==> src/rtl/cmo_pkg.sv <==
// Shared encodings for the cache-maintenance decoder.
// Assumes the field widths of the coprocessor register port are fixed.
package cmo_pkg;
    localparam int OP1_W   = 3;
    localparam int CRM_W   = 4;
    localparam int OP2_W   = 3;
    localparam int NUM_OPS = 22;
    localparam int NUM_RD  = 2;
    localparam int OP_IDX_W = $clog2(NUM_OPS);

    typedef enum logic [OP_IDX_W-1:0] {
        OP_INV_I_ALL = 5'd0,  OP_INV_I_LINE = 5'd1,  OP_INV_I_SW  = 5'd2,
        OP_FLUSH_PFB = 5'd3,  OP_BTC_ALL    = 5'd4,  OP_BTC_ENTRY = 5'd5,
        OP_INV_D_ALL = 5'd6,  OP_INV_D_LINE = 5'd7,  OP_INV_D_SW  = 5'd8,
        OP_INV_BOTH  = 5'd9,  OP_CLN_D_ALL  = 5'd10, OP_CLN_D_LINE = 5'd11,
        OP_CLN_D_SW  = 5'd12, OP_SYNC_BAR   = 5'd13, OP_MEM_BAR   = 5'd14,
        OP_STOP_PFR  = 5'd15, OP_PF_I_LINE  = 5'd16, OP_CI_D_ALL  = 5'd17,
        OP_CI_D_LINE = 5'd18, OP_CI_D_SW    = 5'd19, OP_WAIT_IRQ  = 5'd20,
        OP_UNI_NOP   = 5'd21
    } op_e;

    typedef enum logic [1:0] {ARG_ZERO, ARG_LINE, ARG_ENTRY, ARG_RAW} arg_e;
    typedef enum logic [1:0] {CLS_NONE, CLS_WRITE, CLS_READ, CLS_NOP} cls_e;

    typedef struct packed {
        cls_e cls;
        logic user_ok;
        op_e  op;
        logic rd_idx;
        arg_e arg;
    } ent_t;
endpackage

==> src/rtl/cmo_table.sv <==
// Encoding table: maps (CRm, Opcode_2) to an entry class, its operation or
// read index, its User-mode permission and its argument format.
// Assumes nothing about direction or mode; those are judged downstream.
module cmo_table
    import cmo_pkg::*;
(
    input  logic [CRM_W-1:0] crm,
    input  logic [OP2_W-1:0] op2,
    output ent_t             ent
);
    // Look up the entry for the encoding.
    always_comb begin
        ent = '{cls: CLS_NONE, user_ok: 1'b0, op: OP_UNI_NOP, rd_idx: 1'b0, arg: ARG_ZERO};
        case ({crm, op2})
            {4'd5,  3'd0}: begin ent.cls = CLS_WRITE; ent.op = OP_INV_I_ALL; end
            {4'd5,  3'd1}: begin ent.cls = CLS_WRITE; ent.op = OP_INV_I_LINE; ent.arg = ARG_LINE; end
            {4'd5,  3'd2}: begin ent.cls = CLS_WRITE; ent.op = OP_INV_I_SW;   ent.arg = ARG_RAW; end
            {4'd5,  3'd4}: begin ent.cls = CLS_WRITE; ent.op = OP_FLUSH_PFB;  ent.user_ok = 1'b1; end
            {4'd5,  3'd6}: begin ent.cls = CLS_WRITE; ent.op = OP_BTC_ALL; end
            {4'd5,  3'd7}: begin ent.cls = CLS_WRITE; ent.op = OP_BTC_ENTRY;  ent.arg = ARG_ENTRY; end
            {4'd6,  3'd0}: begin ent.cls = CLS_WRITE; ent.op = OP_INV_D_ALL; end
            {4'd6,  3'd1}: begin ent.cls = CLS_WRITE; ent.op = OP_INV_D_LINE; ent.arg = ARG_LINE; end
            {4'd6,  3'd2}: begin ent.cls = CLS_WRITE; ent.op = OP_INV_D_SW;   ent.arg = ARG_RAW; end
            {4'd7,  3'd0}: begin ent.cls = CLS_WRITE; ent.op = OP_INV_BOTH; end
            {4'd10, 3'd0}: begin ent.cls = CLS_WRITE; ent.op = OP_CLN_D_ALL; end
            {4'd10, 3'd1}: begin ent.cls = CLS_WRITE; ent.op = OP_CLN_D_LINE; ent.arg = ARG_LINE; end
            {4'd10, 3'd2}: begin ent.cls = CLS_WRITE; ent.op = OP_CLN_D_SW;   ent.arg = ARG_RAW; end
            {4'd10, 3'd4}: begin ent.cls = CLS_WRITE; ent.op = OP_SYNC_BAR;   ent.user_ok = 1'b1; end
            {4'd10, 3'd5}: begin ent.cls = CLS_WRITE; ent.op = OP_MEM_BAR;    ent.user_ok = 1'b1; end
            {4'd10, 3'd6}: begin ent.cls = CLS_READ;  ent.rd_idx = 1'b0; end
            {4'd12, 3'd4}: begin ent.cls = CLS_READ;  ent.rd_idx = 1'b1;      ent.user_ok = 1'b1; end
            {4'd12, 3'd5}: begin ent.cls = CLS_WRITE; ent.op = OP_STOP_PFR;   ent.user_ok = 1'b1; end
            {4'd13, 3'd1}: begin ent.cls = CLS_WRITE; ent.op = OP_PF_I_LINE;  ent.arg = ARG_LINE; end
            {4'd14, 3'd0}: begin ent.cls = CLS_WRITE; ent.op = OP_CI_D_ALL; end
            {4'd14, 3'd1}: begin ent.cls = CLS_WRITE; ent.op = OP_CI_D_LINE;  ent.arg = ARG_LINE; end
            {4'd14, 3'd2}: begin ent.cls = CLS_WRITE; ent.op = OP_CI_D_SW;    ent.arg = ARG_RAW; end
            {4'd0,  3'd4}: begin ent.cls = CLS_WRITE; ent.op = OP_WAIT_IRQ; end
            default: begin
                if ((crm == 4'd7) || (crm == 4'd11) || (crm == 4'd15)) begin
                    ent.cls = CLS_NOP;
                end
            end
        endcase
    end
endmodule

==> src/rtl/cmo_access.sv <==
// Access judge: combines a table entry with direction, mode and Opcode_1
// into one of operation, status read or undefined.
// Assumes the entry comes from cmo_table for the same access.
module cmo_access
    import cmo_pkg::*;
(
    input  ent_t ent,
    input  logic is_write,
    input  logic is_priv,
    input  logic op1_zero,
    output logic grant_op,
    output logic grant_rd,
    output logic deny
);
    logic dir_ok;
    logic mode_ok;
    logic ok;

    // Decide whether direction and mode permit the entry.
    always_comb begin
        dir_ok  = ((ent.cls == CLS_WRITE) || (ent.cls == CLS_NOP)) ? is_write
                : (ent.cls == CLS_READ) ? !is_write : 1'b0;
        mode_ok = is_priv || ent.user_ok;
        ok      = op1_zero && dir_ok && mode_ok;
        grant_op = ok && (ent.cls != CLS_READ);
        grant_rd = ok && (ent.cls == CLS_READ);
        deny     = !ok;
    end
endmodule

==> src/rtl/cmo_argfmt.sv <==
// Argument formatter: clears the ignored low bits of an address argument,
// passes set/way words through and zeroes should-be-zero arguments.
// Assumes LINE_LSB and ENTRY_LSB are below DATA_W.
module cmo_argfmt
    import cmo_pkg::*;
#(
    parameter int DATA_W    = 32,
    parameter int LINE_LSB  = 5,
    parameter int ENTRY_LSB = 3
) (
    input  arg_e              kind,
    input  logic [DATA_W-1:0] data,
    output logic [DATA_W-1:0] arg
);
    localparam logic [DATA_W-1:0] LINE_MASK  = {DATA_W{1'b1}} << LINE_LSB;
    localparam logic [DATA_W-1:0] ENTRY_MASK = {DATA_W{1'b1}} << ENTRY_LSB;

    // Select the format for the argument kind.
    always_comb begin
        case (kind)
            ARG_LINE:  arg = data & LINE_MASK;
            ARG_ENTRY: arg = data & ENTRY_MASK;
            ARG_RAW:   arg = data;
            default:   arg = '0;
        endcase
    end
endmodule

==> src/rtl/cmo_decode.sv <==
// Cache-maintenance command decoder, top level. Registers one outcome per
// access: operation strobe, status read select or undefined flag, plus the
// formatted argument, status read data and barrier / wait strobes.
// Assumes acc_valid is low during reset; outputs follow inputs by one cycle.
module cmo_decode
    import cmo_pkg::*;
#(
    parameter int DATA_W    = 32,
    parameter int LINE_LSB  = 5,
    parameter int ENTRY_LSB = 3
) (
    input  logic               clk,
    input  logic               rst_n,
    input  logic               acc_valid,
    input  logic               acc_write,
    input  logic               acc_priv,
    input  logic [OP1_W-1:0]   acc_op1,
    input  logic [CRM_W-1:0]   acc_crm,
    input  logic [OP2_W-1:0]   acc_op2,
    input  logic [DATA_W-1:0]  acc_data,
    input  logic               dirty_in,
    input  logic               xfer_busy_in,
    output logic [NUM_OPS-1:0] op_vec,
    output logic [NUM_RD-1:0]  rd_sel,
    output logic               undef,
    output logic [DATA_W-1:0]  arg_out,
    output logic [DATA_W-1:0]  rd_data,
    output logic               dsb_pulse,
    output logic               dmb_pulse,
    output logic               wfi_pulse
);
    ent_t              ent;
    logic              grant_op;
    logic              grant_rd;
    logic              deny;
    logic [DATA_W-1:0] fmt_arg;
    logic [NUM_OPS-1:0] op_d;
    logic [NUM_RD-1:0]  rd_d;
    logic               rd_bit_d;

    cmo_table u_table (
        .crm (acc_crm),
        .op2 (acc_op2),
        .ent (ent)
    );

    cmo_access u_access (
        .ent      (ent),
        .is_write (acc_write),
        .is_priv  (acc_priv),
        .op1_zero (acc_op1 == '0),
        .grant_op (grant_op),
        .grant_rd (grant_rd),
        .deny     (deny)
    );

    cmo_argfmt #(
        .DATA_W    (DATA_W),
        .LINE_LSB  (LINE_LSB),
        .ENTRY_LSB (ENTRY_LSB)
    ) u_argfmt (
        .kind (ent.arg),
        .data (acc_data),
        .arg  (fmt_arg)
    );

    // One-hot expansion of the granted operation index.
    for (genvar g = 0; g < NUM_OPS; g++) begin : g_op
        assign op_d[g] = acc_valid && grant_op && (ent.op == op_e'(g));
    end

    // One-hot expansion of the granted status read index.
    for (genvar g = 0; g < NUM_RD; g++) begin : g_rd
        assign rd_d[g] = acc_valid && grant_rd && (ent.rd_idx == 1'(g));
    end

    // Pick the status flag for a granted read.
    always_comb begin
        rd_bit_d = 1'b0;
        if (rd_d[0]) rd_bit_d = dirty_in;
        if (rd_d[1]) rd_bit_d = xfer_busy_in;
    end

    // Register every outcome of the access.
    always_ff @(posedge clk) begin
        if (!rst_n) begin
            op_vec    <= '0;
            rd_sel    <= '0;
            undef     <= 1'b0;
            arg_out   <= '0;
            rd_data   <= '0;
            dsb_pulse <= 1'b0;
            dmb_pulse <= 1'b0;
            wfi_pulse <= 1'b0;
        end else begin
            op_vec    <= op_d;
            rd_sel    <= rd_d;
            undef     <= acc_valid && deny;
            arg_out   <= (acc_valid && grant_op) ? fmt_arg : '0;
            rd_data   <= {{(DATA_W-1){1'b0}}, rd_bit_d};
            dsb_pulse <= op_d[OP_SYNC_BAR];
            dmb_pulse <= op_d[OP_MEM_BAR];
            wfi_pulse <= op_d[OP_WAIT_IRQ];
        end
    end
endmodule

==> config.mk <==
export PLATFORM = sky130hd
export DESIGN_NAME = cmo_decode
export DESIGN_NICKNAME = d
export VERILOG_FILES = /design/src/rtl/cmo_pkg.sv /design/src/rtl/cmo_table.sv /design/src/rtl/cmo_access.sv /design/src/rtl/cmo_argfmt.sv /design/src/rtl/cmo_decode.sv
export SDC_FILE = /design/constraint.sdc
export NUM_CORES = 1
export LEC_CHECK = 0
export BUFFER_PORTS_ARGS = -buffer_cell sky130_fd_sc_hd__buf_4
export CELL_PAD_IN_SITES_DETAIL_PLACEMENT = 1
export CELL_PAD_IN_SITES_GLOBAL_PLACEMENT = 2
export CORE_MARGIN = 4
export CORE_UTILIZATION = 25
export DETAILED_ROUTE_END_ITERATION = 8
export MAX_ROUTING_LAYER = met4
export PLACE_DENSITY = 0.88
export REMOVE_ABC_BUFFERS = 1
export SYNTH_ARGS = -nofsm -noshare
export SYNTH_HDL_FRONTEND = slang
export SYNTH_SLANG_ARGS = --single-unit
==> constraint.sdc <==
create_clock -name clk -period 2.5 [get_ports clk]
set_input_delay 0.75 -clock clk [delete_from_list [all_inputs] [get_ports clk]]
set_output_delay 0.75 -clock clk [all_outputs]
set_load 0.01 [all_outputs]
# After elaboration in Yosys (flattened, before gate mapping)
# Index checks and enable logic that the tools add are counted.
[op_classes] n_eq_ne=54 bitwise=1 mux=11 n_reduce_logical=45
[op_table] cell="one-hot mux 5 bit (21 select lines)" n=1
[op_table] cell="one-hot mux 32 bit (3 select lines)" n=1
[op_table] cell="equality test 7 bit (second input constant)" n=12
[op_table] cell="equality test 7 x 6 -> 1 bit (second input constant)" n=10
[op_table] cell="equality test 5 x 4 -> 1 bit (second input constant)" n=8
[op_table] cell="logical AND 1 bit" n=31
[op_table] cell="equality test 5 bit (second input constant)" n=6
[op_table] cell="OR reduction 21 bit" n=1
[op_table] cell="equality test 5 x 3 -> 1 bit (second input constant)" n=4
[op_table] cell="equality test 5 x 2 -> 1 bit (second input constant)" n=2
[op_table] cell="OR reduction 5 bit" n=2
[op_table] cell="equality test 2 bit (second input constant)" n=4
[op_table] cell="equality test 4 bit (second input constant)" n=2
[op_table] cell="equality test 7 x 3 -> 1 bit (second input constant)" n=1
[op_table] cell="two-way mux 1 bit" n=6
[op_table] cell="one-hot mux 2 bit (3 select lines)" n=1
[op_table] cell="equality test 5 x 1 -> 1 bit (second input constant)" n=1
[op_table] cell="zero test 5 bit" n=1
[op_table] cell="equality test 2 x 1 -> 1 bit (second input constant)" n=2
[op_table] cell="equality test 4 x 3 -> 1 bit (second input constant)" n=1
[op_table] cell="logical OR 1 bit" n=4
[op_table] cell="one-hot mux 2 bit (2 select lines)" n=1
[op_table] cell="OR reduction 4 bit" n=1
[op_table] cell="zero test 3 bit" n=1
[op_table] cell="6 further kinds" n=7
[totals] in_bits=49 ff_bits=92 elab_cells=120

# Logic depth before layout (Yosys ltp)
# Gate-level depths: netlist of the first run.
[depth] depth_word=15 ltp_mapped=9 depth_no_buf=6

# Hierarchy
# A second synthesis of the first run with hierarchy kept.
[hier_totals] cells_unflattened=324 area_unflattened_um2=2912.8
[by_module_without_submodules] module="cmo_decode" instances=1 cells_per_inst=173 area_each_um2=1920.6
[by_module_without_submodules] module="cmo_table" instances=1 cells_per_inst=107 area_each_um2=674.4
[by_module_without_submodules] module="cmo_argfmt" instances=1 cells_per_inst=38 area_each_um2=285.3
[by_module_without_submodules] module="cmo_access" instances=1 cells_per_inst=6 area_each_um2=32.5

# Worst setup path before layout of the first run
# No wires, ideal clock.
[synth_path] kind="input-to-reg" from="input port acc_crm[1]" to="register op_vec[19]" n_path_buf=2 setup_ps=79 path_slack_ps=146 arrival_ps=2275 t_required_ps=2421 stages=8 path_cell_list="buf_4 and4bb_2 and2_1 o311ai_1 buf_2 a31o_2 or2_4 a211oi_2"
[synth_between] elab_chain_cells=13
[synth_lines] item="from (decl)" line_no="cmo_decode.sv:18" rtl="input logic [CRM_W-1:0] acc_crm,"
[synth_lines] item="branches (longest 12 deep; another with OR reduction 21 bit)"
[synth_lines] item="logical AND 1 bit *" line_no="cmo_decode.sv:69" rtl="assign op_d[g] = acc_valid && grant_op && (ent.op == op_e'(g));"
[synth_lines] item="to (signal assigned)" line_no="cmo_decode.sv:96" rtl="op_vec <= op_d;"
[synth_lines] item="to (decl)" line_no="cmo_decode.sv:23" rtl="output logic [NUM_OPS-1:0] op_vec,"
# Every way passes the cells marked *.
# A chain may end at the register's enable or synchronous reset.

# Worst setup path in the final report of the first run
[layout_path] from="input port acc_op2[0]" to="register op_vec[4]"
[layout_between] elab_chain_cells=11
[layout_lines] item="from (decl)" line_no="cmo_decode.sv:19" rtl="input logic [OP2_W-1:0] acc_op2,"
[layout_lines] item="equality test 7 x 6 -> 1 bit, or another cell as far along" line_no="cmo_table.sv:14" rtl="case ({crm, op2})"
[layout_lines] item="OR reduction 21 bit (no line) / OR reduction 2 bit (equally long branches)"
[layout_lines] item="one-hot mux 2 bit (2 select lines)" line_no="cmo_table.sv:14"
[layout_lines] item="equality test 2 bit, or another cell as far along" line_no="cmo_access.sv:22" rtl=": (ent.cls == CLS_READ) ? !is_write : 1'b0;"
[layout_lines] item="two-way mux 1 bit / logical OR 1 bit (equally long branches)" line_no="cmo_access.sv:22, cmo_access.sv:21"
[layout_lines] item="two-way mux 1 bit" line_no="cmo_access.sv:21" rtl="dir_ok = ((ent.cls == CLS_WRITE) || (ent.cls == CLS_NOP)) ? is_write"
[layout_lines] item="logical AND 1 bit (2 in a row)" line_no="cmo_access.sv:24" rtl="ok = op1_zero && dir_ok && mode_ok;"
[layout_lines] item="logical AND 1 bit" line_no="cmo_access.sv:25" rtl="grant_op = ok && (ent.cls != CLS_READ);"
[layout_lines] item="logical AND 1 bit" line_no="cmo_decode.sv:69"
[layout_lines] item="logical AND 1 bit *" line_no="cmo_decode.sv:69"
# Mark *: on every way between the ends. The rest lies on a longest branch, timed or not.

==> results.md, run 1 <==
* Status: finished, final reports clean
* Final Hold Vio Count at 0
* CTS Buf Count at 9
* Max VDD drop at 0.000231 V
* Synth Register Bits at 58
* Die W at 110 µm
* Placement Setup Slack at -252 ps
* EDFF count, synth at 0
* Final Util at 39.6%
* HP Class: in2reg
* Antenna Cells at 0
* Synth Instances at 272
* Critical path cell sequence: buf_4, buf_4, nand2b_1, nand3_1, o21ai_0, a2111oi_4, nand2_1, nor3_1
* First-pass GRT wire length at 12500 µm
* Die area at 12200 µm²
* Leakage power at 1.91 nW
* Gr usage total at 14.1%
* Routed Antenna Nets at 0
* Final Non-Filler Cells at 576
* Core area at 10300 µm²
* Total power at 2.05 mW
* Fin crit period at 2320 ps
* Largest net degree at the start of global routing at 28
* Worst setup SP type: input port
* Part of the cycle the worst path needs at 92.7%
* Hold Startpoint: acc_data[1]
* Port Buffers at 109
* CP top delay family: compound AO/OA/AOI/OAI gates
* Routed length per instance at 14.5 µm
* Post-DP Area at 3850 µm²
* Achievable Freq at 432 MHz
* Slew @ Worst Pin at 652 ps
* Clock transition at path regs at 70 ps
* Drt pass-1 iters at 4
* Total grt overflow at 0
* Sequential area share after synthesis at 44.4%
* Unrepaired setup endpoints after global routing: false
* PD cells at 505 nW/µm²
* Largest area contributor in the netlist: dfxtp_1
* Number of global-route vias before repair at 2550
* Vias at 2498
* I/O pins at 141
* Post-CTS Setup Inserts at 0
* Slew Limit Fails at 0
* CTS tree: done
* Synth Area per Inst at 9.62 µm²
* CTS Root Cell: clkbuf_8
* Most used cell along the critical path: buf_4
* Initial antenna violation count at 0
* Final setup margin at 183 ps
* Worst hold slack at 621 ps
* Nets at 484
* Setup_tns at 0 ps
* Die height at 110 µm
* Slew headroom at 56.5%
* Worst Setup SP: acc_op2[0]
* Top-area cell type share of the netlist area at 44.4%
* Placed cell count at 560
* Top_reg_cell synth: dfxtp_1
* WP buf/inv at 2
* Worst-path maximum fanout at 9
* Mapped Area at 2620 µm²
* Synth unique cells at 53
* DR iter-0 viols at 100
* Final setup vio count at 0
* Total wire length at 8340 µm
* Post-Layout Inst Area at 4070 µm²
* Critical Path Sink Type: flop
* Htree depth at 3
* Worst Path Required at 2750 ps
* Clock Tree Buf Depth at 2
* DRC violations left at 0
* Number of warnings issued by yosys at 0
* Slowest stage delay, CP at 690 ps
* Max Cap Violations at 0
* Vias per cell at 4.34
* Crit path kind: in2reg
* Starting Density at 25.5%
* Largest cells by area after synthesis: dfxtp_1, buf_4, and2_1, nand2b_1, nor3b_1
* Gp weighted congestion at 0.857
* # fillers at 1225
* Slowest stage cell, crit path: a2111oi_4
* DP HPWL at 6890 µm
* Row count at 37
* # clock sinks at 58
* P&R area growth vs syn at 55.4%
* Crit path DAT at 2570 ps
* Multi-input gate area at 1210 µm²
* Layout cells sized above 1 at 44.5%
* Reg area at 1160 µm²
* Async SR Flop Fraction at 0%
## final timing paths
kind,cells after the start,end,slack (ps)
max,8,op_vec[4]$_SDFF_PN0_,180
min,2,arg_out[1]$_SDFF_PN0_,620
## layout by cell type (no fill, tap or decap), drive strengths merged, types with 3 or more instances in the layout
master	n
buf	168
dfxtp	58
and2	33
conb	31
nand2	15
nor2	13
clkbuf	12
nor3	11
nor3b	11
nand2b	10
inv	6
nor2b	5
nand3	5
nor4	5
o211ai	4
a31oi	4
a21oi	4
and3	3
o21ai	3
## logic make-up (layout without fill, tap and decap cells)
kind of cell,Yosys count,in the layout,share of synthesized area [%]
buf+inv,52,190,14.0
simple gates,126,126,29.5
compound gates,31,31,10.6
mux,2,2,0.765
flops,58,58,44.4
other cells,1,31,0.143
xor+xnor,2,2,0.669
## Yosys cell counts (2+ instances only)
| cell | number |
|---|---|
| dfxtp_1 | 58 |
| buf_4 | 39 |
| and2_1 | 33 |
| nand2_1 | 15 |
| nor2_1 | 13 |
| nand2b_1 | 10 |
| nor3_1 | 9 |
| nor3b_1 | 8 |
| inv_1 | 6 |
| nand3_1 | 5 |
| nor2b_1 | 5 |
| nor4_1 | 5 |
| a31oi_1 | 4 |
| o211ai_1 | 4 |
| a21oi_1 | 3 |
| and3_1 | 3 |
| buf_6 | 3 |
| nor3b_2 | 3 |
| a21o_1 | 2 |
| and3b_1 | 2 |
| buf_2 | 2 |
| clkbuf_1 | 2 |
| mux2i_1 | 2 |
| nor3_2 | 2 |
| nor4b_1 | 2 |
| o21ai_0 | 2 |
| o311a_1 | 2 |
| or3_1 | 2 |
| xnor2_1 | 2 |
## flip-flops by register name, indices dropped and copies added, names as in the netlist
signal,cells
rd_data,1
arg_out,32
op_vec,22
rd_sel,2
undef,1
## cell type report
| cell class | instances | share of cell area (%) |
|---|---|---|
| clock buffers | 12 | 3.81 |
| clock inverters | 4 | 1.23 |
| inverters | 6 | 0.554 |
| multi-input cells | 192 | 29.7 |
| flip-flops and latches | 58 | 28.5 |
| well taps | 136 | 4.18 |
| repair buffers | 168 | 31.9 |
## layer usage
metal / share of wire (%) / up-vias / GRT usage (%)
met3: 10 / 12 / 3.44
met2: 50 / 120 / 25.0
met4: 1.7 / 0 / 6.07
met1: 38 / 1172 / 14.8
met5: 0 / - / -
li1: - / 1194 / -
## what timing repair did
action	4_1_cts	5_1_grt
gates resized for setup	0	1
setup endpoints to repair	0	30
hold buffers	0	0
## where the power goes
part	internal [mW]	switching, mW	leakage [nW]	total [mW]
Sequential	0.925	0.000368	0.467	0.926
Combinational	0.134	0.127	1.34	0.261
Clock	0.513	0.354	0.0986	0.867
Total	1.57	0.481	1.91	2.05
No activity file was read; power rests on OpenSTA's default activity.
==> inputs of run 2 (changes only) <==
Settings changed: CORE_MARGIN 4 to default, MAX_ROUTING_LAYER met4 to default, REMOVE_ABC_BUFFERS 1 to default.
==> run 2 against run 1 <==
  * Worst setup slack gained 13 ps
  * Sequential share of layout area grew 1.8 points
  * Non-clock buffer count shrank 30
==> results.md, run 2 (synthesized netlist as in run 1, its figures left out) <==
* Die area at 10900 µm² (was 12200 µm²)
* Most frequent cells in the layout: buf_4, dfxtp_1, and2_1, conb_1, nand2_1 (unchanged)
* Final Util at 38.4% (was 39.6%)
* CTS Root Cell: clkbuf_8 (unchanged)
* Gp weighted congestion at 0.825 (was 0.857)
* Worst hold slack at 622 ps (was 621 ps)
* Worst-path maximum fanout at 17 (was 9)
* Row count at 36 (was 37)
* DR iter-0 viols at 95 (was 100)
* Most common cell after layout, fill and taps aside: buf_4 (unchanged)
* Post-Layout Inst Area at 3820 µm² (was 4070 µm²)
* Max reg flops at 32 (unchanged)
* Clock transition at path regs at 70 ps (about the same)
* Final setup vio count at 0 (unchanged)
* Max VDD drop at 0.000253 V (was 0.000231 V)
* Part of the cycle the worst path needs at 92.2% (was 92.7%)
* Post-DP Area at 3590 µm² (was 3850 µm²)
* Max Cap Violations at 0 (unchanged)
* Worst setup SP type: input port (unchanged)
* Core area at 9950 µm² (was 10300 µm²)
* Hold Path End: arg_out[7]$_SDFF_PN0_ (was arg_out[1]$_SDFF_PN0_)
* Fin crit period at 2300 ps (was 2320 ps)
* Final Hold Vio Count at 0 (unchanged)
* Critical Path Sink Type: flop (unchanged)
* First-pass GRT wire length at 12800 µm (was 12500 µm)
* DRC violations left at 0 (unchanged)
* PD cells at 552 nW/µm² (was 505 nW/µm²)
* Vias per cell at 4.26 (was 4.34)
* Biggest regs: arg_out x32, op_vec x22, rd_sel x2 (unchanged)
* Layout cells sized above 1 at 40.7% (was 44.5%)
* Post-CTS Hold Buffers at 0 (unchanged)
* Hold Path Depth at 2 (unchanged)
* CTS tree: done (unchanged)
* CTS Buf Count at 9 (unchanged)
* DR top layer: met4 (unchanged)
* Clock Tree Buf Depth at 2 (unchanged)
* Leakage power at 1.76 nW (was 1.91 nW)
* Gr usage total at 14.9% (was 14.1%)
* Htree depth at 3 (unchanged)
* Vias at 2315 (was 2498)
* Largest net degree at the start of global routing at 28 (unchanged)
* Crit path kind: in2reg (unchanged)
* Slew headroom at 65.9% (was 56.5%)
* Hold Startpoint: acc_data[7] (was acc_data[1])
* I/O pins at 141 (unchanged)
* Met1 wire length at 3410 µm (was 3210 µm)
* Crit path DAT at 2560 ps (was 2570 ps)
* Drt pass-1 iters at 4 (unchanged)
* Initial antenna violation count at 0 (unchanged)
* Most flops, register: arg_out (unchanged)
* Achievable Freq at 434 MHz (was 432 MHz)
* Met2 routed WL at 3670 µm (was 4130 µm)
* Die height at 104 µm (was 110 µm)
* Port Buffers at 109 (unchanged)
* Antenna Cells at 0 (unchanged)
* DP HPWL at 6060 µm (was 6890 µm)
* # fillers at 1193 (was 1225)
* Slew @ Worst Pin at 511 ps (was 652 ps)
* Met3 Routed Length at 700 µm (was 853 µm)
* Number of global-route vias before repair at 2416 (was 2550)
* Starting Density at 26.3% (was 25.5%)
* HP Class: in2reg (unchanged)
* Die W at 104 µm (was 110 µm)
* Worst Path Required at 2750 ps (about the same)
* Unrepaired setup endpoints after global routing: false (unchanged)
* Routed length per instance at 14.4 µm (was 14.5 µm)
* Total wire length at 7840 µm (was 8340 µm)
* Status: finished, final reports clean (unchanged)
* Total grt overflow at 0 (unchanged)
* Nets at 454 (was 484)
* Routed Antenna Nets at 0 (unchanged)
* P&R area growth vs syn at 46.0% (was 55.4%)
* Slew Limit Fails at 0 (unchanged)
* # clock sinks at 58 (unchanged)
==> run 2: metrics by stage <==
| stage | setup TNS [ps] | setup WS [ps] | power, mW | cells |
|---|---|---|---|---|
| after detailed placement | -5240 | -200 | 1.17 | 527 |
| final | 0 | 196 | 2.11 | 543 |
| after floorplan | 0 | 146 | 1.10 | 302 |
| after global placement | -5200 | -185 | 1.16 | 527 |
| after CTS | 0 | 121 | 2.14 | 543 |
| after global routing | 0 | 87.4 | 2.21 | 543 |
==> run 2: worst max path at each step <==
stage / start / endpoint / slack, ps / cells after the start
floorplan: acc_crm[1] / op_vec[19]$_SDFF_PN0_ / 150 / 8
global placement: acc_op2[1] / arg_out[11]$_SDFF_PN0_ / -190 / 7
detailed placement: acc_op2[1] / arg_out[5]$_SDFF_PN0_ / -200 / 7
CTS: acc_op2[1] / arg_out[13]$_SDFF_PN0_ / 120 / 7
global route: acc_op2[1] / op_vec[19]$_SDFF_PN0_ / 90 / 7
finish: acc_op2[1] / op_vec[19]$_SDFF_PN0_ / 200 / 7
==> run 2: layout make-up <==
cell class	count	area (µm²)	area share, %
clock buffers	9	124	3.24
clock inverters	7	101	2.65
inverters	6	22.5	0.589
multi-input cells	192	1210	31.7
flip-flops and latches	58	1160	30.4
well taps	133	166	4.35
repair buffers	138	1040	27.1
==> run 2: what timing repair did <==
action / CTS / global route
gates resized for setup: 0 / 1
setup endpoints to repair: 0 / 20
endpoints found under the hold margin: 0 / 0
buffers inserted: 0 / 0
==> run 2: worst max-delay path, stage by stage <==
cell and delay, ps:
buf_4 180, nand3b_1 290, nor3_2 340, nor3_2 100, a2111o_1 410, or2_4 290, a211oi_2 190
==> run 2: per-layer routing <==
metal	global-route usage, %	up-vias
met1	18.5	1063
met4	4.08	0
met5	0	-
met3	4.70	4
li1	-	1130
met2	24.5	118
==> run 2: power breakdown <==
group	switching, mW	internal (mW)
Combinational	0.117	0.105
Clock	0.394	0.569
Sequential	0.000602	0.925
Total	0.511	1.60
